==> config.mk <==
export PLATFORM = sky130hd
export DESIGN_NAME = auxpulse_gen
export DESIGN_NICKNAME = d
export VERILOG_FILES = /design/src/rtl/auxpulse_pkg.sv /design/src/rtl/auxpulse_ctrl.sv /design/src/rtl/auxpulse_dp.sv /design/src/rtl/auxpulse_gen.sv
export SDC_FILE = /design/constraint.sdc
export NUM_CORES = 1
export LEC_CHECK = 0
export ABC_AREA = 1
export CAP_MARGIN = 20
export CORE_ASPECT_RATIO = 0.5
export CORE_UTILIZATION = 60
export CTS_BUF_LIST = sky130_fd_sc_hd__clkbuf_8 sky130_fd_sc_hd__clkbuf_16
export CTS_CLUSTER_SIZE = 25
export DETAILED_ROUTE_END_ITERATION = 10
export DONT_BUFFER_PORTS = 1
export GPL_TIMING_DRIVEN = 0
export HOLD_SLACK_MARGIN = 0.1
export PLACE_DENSITY = 0.76
export SETUP_SLACK_MARGIN = 0.1
export SYNTH_ARGS = -nofsm -noshare
export SYNTH_HDL_FRONTEND = slang
export SYNTH_HIERARCHICAL = 1
export SYNTH_SLANG_ARGS = --single-unit
==> constraint.sdc <==
create_clock -name clk -period 1.2 [get_ports clk]
set_input_delay 0.12 -clock clk [delete_from_list [all_inputs] [get_ports clk]]
set_output_delay 0.12 -clock clk [all_outputs]
set_load 0.005 [all_outputs]
==> src/rtl/auxpulse_pkg.sv <==
package auxpulse_pkg;
  parameter int unsigned AP_CH = 4;

  // strobes from control to datapath, one bit per channel
  typedef struct packed {
    logic [AP_CH-1:0] carryLine;  // current line continues a carried window
    logic [AP_CH-1:0] quiet;      // start equals end: channel held off
  } apStrobe_t;
endpackage

==> src/rtl/auxpulse_ctrl.sv <==
module auxpulse_ctrl
  import auxpulse_pkg::*;
#(
  parameter int unsigned CW = 16
) (
  input  logic                      clk,
  input  logic                      rstN,
  input  logic                      lineWrap,
  input  logic [CW-1:0]             lineTotal,
  input  logic [AP_CH-1:0][CW-1:0]  winStart,
  input  logic [AP_CH-1:0][CW-1:0]  winEnd,
  output apStrobe_t                 strobe
);
  logic [AP_CH-1:0] carryQ;
  logic [AP_CH-1:0] quietV;
  logic [AP_CH-1:0] armV;

  for (genvar k = 0; k < AP_CH; k++) begin : g_ch
    assign quietV[k] = (winStart[k] == winEnd[k]);
    // window starts inside this line and runs beyond its end
    assign armV[k]   = !quietV[k] && (winStart[k] < lineTotal) && (winEnd[k] > lineTotal);

    always_ff @(posedge clk or negedge rstN) begin
      if (!rstN)         carryQ[k] <= 1'b0;
      else if (lineWrap) carryQ[k] <= !carryQ[k] && armV[k];
    end

    AST_CARRY_ALTERNATES: assert property (@(posedge clk) disable iff (!rstN)
      (lineWrap && carryQ[k]) |=> !carryQ[k]);
    AST_QUIET_NO_CARRY: assert property (@(posedge clk) disable iff (!rstN)
      (lineWrap && quietV[k]) |=> !carryQ[k]);
  end

  AST_CARRY_ONLY_AT_WRAP: assert property (@(posedge clk) disable iff (!rstN)
    !lineWrap |=> $stable(carryQ));

  assign strobe.carryLine = carryQ;
  assign strobe.quiet     = quietV;
endmodule

==> src/rtl/auxpulse_dp.sv <==
module auxpulse_dp
  import auxpulse_pkg::*;
#(
  parameter int unsigned CW = 16
) (
  input  logic                      clk,
  input  logic                      rstN,
  input  logic [CW-1:0]             hCount,
  input  logic [CW-1:0]             lineTotal,
  input  logic [AP_CH-1:0][CW-1:0]  winStart,
  input  logic [AP_CH-1:0][CW-1:0]  winEnd,
  input  logic [AP_CH-1:0]          activeHigh,
  input  apStrobe_t                 strobe,
  output logic [AP_CH-1:0]          pinOut
);
  localparam int unsigned XW = CW + 1;

  logic [AP_CH-1:0] onQ;
  logic [AP_CH-1:0] inWin;

  for (genvar k = 0; k < AP_CH; k++) begin : g_ch
    logic [XW-1:0] tail;     // carried length into the continuation line
    logic          inLine;
    logic          inTail;

    assign tail   = {1'b0, winEnd[k]} - {1'b0, lineTotal};
    assign inLine = (hCount >= winStart[k]) && (hCount < winEnd[k]);
    assign inTail = (winEnd[k] > lineTotal) && ({1'b0, hCount} < tail);
    assign inWin[k] = !strobe.quiet[k] && (strobe.carryLine[k] ? inTail : inLine);

    always_ff @(posedge clk or negedge rstN) begin
      if (!rstN) onQ[k] <= 1'b0;
      else       onQ[k] <= inWin[k];
    end

    assign pinOut[k] = activeHigh[k] ? onQ[k] : !onQ[k];

    AST_QUIET_STAYS_OFF: assert property (@(posedge clk) disable iff (!rstN)
      (winStart[k] == winEnd[k]) |=> !onQ[k]);
    AST_START_ASSERTS: assert property (@(posedge clk) disable iff (!rstN)
      (!strobe.carryLine[k] && hCount == winStart[k] && winStart[k] < winEnd[k]) |=> onQ[k]);
    AST_TAIL_ENDS: assert property (@(posedge clk) disable iff (!rstN)
      (strobe.carryLine[k] && {1'b0, hCount} == tail) |=> !onQ[k]);
  end
endmodule

==> src/rtl/auxpulse_gen.sv <==
module auxpulse_gen
  import auxpulse_pkg::*;
#(
  parameter int unsigned CW = 16
) (
  input  logic            clk,
  input  logic            rstN,
  input  logic [CW-1:0]   hCount,
  input  logic            lineWrap,
  input  logic [CW-1:0]   lineTotal,
  input  logic [2*CW-1:0] latchWin,
  input  logic [2*CW-1:0] gateWin,
  input  logic [2*CW-1:0] polWin,
  input  logic [2*CW-1:0] invWin,
  input  logic [3:0]      activeHigh,
  output logic            latchOut,
  output logic            gateOut,
  output logic            polOut,
  output logic            invOut
);
  logic [AP_CH-1:0][2*CW-1:0] winAll;
  logic [AP_CH-1:0][CW-1:0]   winStart;
  logic [AP_CH-1:0][CW-1:0]   winEnd;
  logic [AP_CH-1:0]           pinOut;
  apStrobe_t                  strobe;

  assign winAll = {invWin, polWin, gateWin, latchWin};

  for (genvar k = 0; k < AP_CH; k++) begin : g_split
    assign winStart[k] = winAll[k][2*CW-1:CW];
    assign winEnd[k]   = winAll[k][CW-1:0];
  end

  auxpulse_ctrl #(.CW(CW)) i_ctrl (
    .clk(clk), .rstN(rstN), .lineWrap(lineWrap), .lineTotal(lineTotal),
    .winStart(winStart), .winEnd(winEnd), .strobe(strobe)
  );

  auxpulse_dp #(.CW(CW)) i_dp (
    .clk(clk), .rstN(rstN), .hCount(hCount), .lineTotal(lineTotal),
    .winStart(winStart), .winEnd(winEnd), .activeHigh(activeHigh),
    .strobe(strobe), .pinOut(pinOut)
  );

  assign latchOut = pinOut[0];
  assign gateOut  = pinOut[1];
  assign polOut   = pinOut[2];
  assign invOut   = pinOut[3];
endmodule

==> results.sh <==
export IMPL_worstSetupPathType="in2reg"
export IMPL_seq_area_um2=203
export IMPL_layout_drive_gt1_share_pct=17.1
export IMPL_antenna_found_initial=0
export IMPL_stdcell_count=2321
export IMPL_drtAntennaViolNets=0
export IMPL_synthCells=1950
export IMPL_grt_overflow=0
export IMPL_fmax_ghz=0.355
export IMPL_cts_buffers=3
export IMPL_synthArstFlopShare_pct=100
export IMPL_die_w_um=205
export IMPL_r2r_start="i_ctrl/strobe[4]$_DFFE_PN0P_"
export IMPL_finalCritPeriodShare_pct=235
export IMPL_power_leakage_nw=8.16
export IMPL_drc=0
export IMPL_routabilityCongestion=0.997
export IMPL_core_rowCount=36
export IMPL_hold_class="in2reg"
export IMPL_initial_core_util_pct=62.4
export IMPL_avgSynthCellArea_um2=6.34
export IMPL_synth_warnings=6
export IMPL_cp_startpoint="lineTotal[4]"
export IMPL_fin_ws_ns=-1.62
export IMPL_routed_wl_mm=48.1
export IMPL_fin_util_pct=75.7
export IMPL_violations="negative setup slack"
export IMPL_place_inst=2216
export IMPL_syn_num_nets=2493
export IMPL_multi_input_area_mm2=0.0118
export IMPL_design_core_area_mm2=0.0198
export IMPL_synthTopCellsByArea="ha_1, nand2_1, inv_1"
export IMPL_setup_viol=6
export IMPL_synthDominantCellAreaShare_pct=37.7
export IMPL_ctsRootBufferMaster="clkbuf_16"
export IMPL_met2_usage_pct=63.5
export IMPL_tightest_slew_ns=0.656
export IMPL_vias_per_cell=6.10
export IMPL_synth_yosys_seq_area_share_pct=1.62
export IMPL_port_buffers=0
export IMPL_yosysMostFrequentCell="nand2_1"
export IMPL_fillers=1481
export IMPL_status="complete, but fails checks"
export IMPL_fin_hold_ws_ns=0.169
export IMPL_wl_per_cell_um=20.7
export IMPL_clock_sinks=8
export IMPL_num_vias=14154
export IMPL_ioPinCount=171
export IMPL_relSlewSlack_pct=56.2
export IMPL_fin_worst_skew_ns=0.00995
export IMPL_dpl_hpwl_mm=32.8
export IMPL_synth_edf_count=0
export IMPL_arrival_ns=2.97
export IMPL_clk_latency_ns=0.24
export IMPL_grt_usage_pct=41.4
export IMPL_htree_levels=1
export IMPL_first_global_vias=12231
export IMPL_worstHoldStart="lineWrap"
export IMPL_grtUsageMet3_pct=7.08
export IMPL_worstPathMaxFanout=6
export IMPL_syn2layout_area_growth_pct=21.3
export IMPL_grt_max_degree=13
export IMPL_ir_drop_mv=0.433
export IMPL_syn_cell_area_mm2=0.0124
export IMPL_yosys_top_cells_count="nand2_1, ha_1, inv_1"
export IMPL_synth_ff_type="dfrtp_1"
export IMPL_grt_busiest_layer="met2"
export IMPL_rsz0062_at_grt="yes"
export IMPL_slew_viol_final=0
export IMPL_drv_cap=0
export IMPL_nets=2599
export IMPL_yosysUniqueCellTypes=41
export IMPL_firstDrtPassIters=6
export IMPL_synth_area_leader_cell="ha_1"
export IMPL_crit_path_start_kind="input port"
export IMPL_critPathRequiredTime_ns=1.35
export IMPL_die_h_um=103
export IMPL_die_area_mm2=0.0212
export IMPL_grt_pass1_wl_mm=66.1
export IMPL_grt_use_met1_pct=56.4
export IMPL_p_per_area_mw_per_mm2=530
export IMPL_endpoint_kind="flip-flop"
export IMPL_yosys_register_bits=8
export IMPL_cts_tree="built"
export IMPL_clkTransAtPathRegs_ns=0.05
export IMPL_drt_initial_drc_count=1605
export IMPL_layout_min_cycle_time_ns=2.82
export IMPL_hold_viol=0
export IMPL_clock_path_buffers=2
[timing repair]
item | 4_1_cts | 5_1_grt
buffers inserted | 69 | 31
setup endpoints to repair | 8 | 8
pin swaps | 62 | 55
cloned | 0 | 0
hold buffers | 1 | 0
hold endpoints to repair | 8 | 0
resized for setup | 75 | 74
[worst max-delay path, stage by stage]
cell        delay (ns)
clkinvlp_4        0.10
buf_6             0.16
ha_4              0.30
nand2_1           0.07
o21ai_1           0.20
nor2_2            0.11
o31ai_4           0.25
nand2_1           0.09
nand2_1           0.11
xnor2_2           0.14
ha_1              0.27
nand2_1           0.07
inv_1             0.07
o21ai_1           0.10
nand2_1           0.09
nand4_1           0.07
nand3_1           0.12
nor2_2            0.18
nand3_2           0.12
a21oi_2           0.20
[routing by layer]
layer  wire length [µm]  vias up
li1                   -     6631
met5                  0        -
met1              19600     6282
met3               6090      275
met4               3170        0
met2              19300      966
[cell type report]
class / instances / area share [%]
inverter: 379 / 10.1
antenna: 1 / 0.0167
tap: 266 / 2.22
sequential: 8 / 1.35
timing repair buffer: 101 / 7.17
multi-input combinational: 1563 / 78.6
clock buffer: 3 / 0.501
[placed cells by master, fill, tap and decap left out, types with 31 or more instances in the layout]
cell type / instances
nand2_1: 479
inv_1: 317
ha_1: 311
a21oi_1: 168
nor2_1: 84
nand3_1: 73
buf_4: 70
xnor2_1: 66
ha_4: 56
o21ai_0: 44
inv_2: 31
[where the power goes]
part | leakage, nW | switching [mW] | internal (mW)
logic | 8.03 | 3.88 | 3.10
registers | 0.0999 | 0.0439 | 0.324
clock network | 0.0370 | 0.174 | 0.434
total | 8.16 | 4.09 | 3.86
[final timing paths]
path | end | slack, ns | cells past startpoint
max in group asynchronous | i_ctrl/strobe[5]$_DFFE_PN0P_ | 0.46 | 1
hold reg to reg | i_ctrl/strobe[4]$_DFFE_PN0P_ | 0.52 | 2
hold / removal | i_ctrl/strobe[4]$_DFFE_PN0P_ | 0.17 | 3
min in group asynchronous | i_ctrl/strobe[4]$_DFFE_PN0P_ | 0.32 | 1
setup / recovery | i_dp/onQ[2]$_DFF_PN0_ | -1.62 | 20
setup reg to reg | i_ctrl/strobe[4]$_DFFE_PN0P_ | 0.05 | 7
[cell families (layout without fill, tap and decap cells)]
group / Yosys count / after routing / synth area share (%)
flops: 8 / 8 / 1.62
buf+inv: 379 / 483 / 11.5
simple gates: 771 / 771 / 26.7
other cells: 0 / 1 / 0
xor+xnor: 98 / 98 / 6.94
compound gates: 318 / 318 / 14.9
fa+ha+maj: 376 / 376 / 38.3
[stage by stage]
step	area (µm²)	power (mW)	setup WS [ns]	setup TNS [ns]
3_5_place_dp	12900	5.78	-2.01	-8.96
4_1_cts	14200	7.06	-1.30	-5.40
6_report	15000	7.95	-1.62	-6.01
5_1_grt	15000	8.69	-1.66	-6.55
3_3_place_gp	12900	5.66	-2.00	-8.92
2_1_floorplan	12500	4.73	-1.19	-4.95
[flip-flops by register name, indices dropped and copies added, names as in the netlist]
register	cells
i_dp/onQ	4
i_ctrl/strobe	4
(Power assumes the default switching activity.)
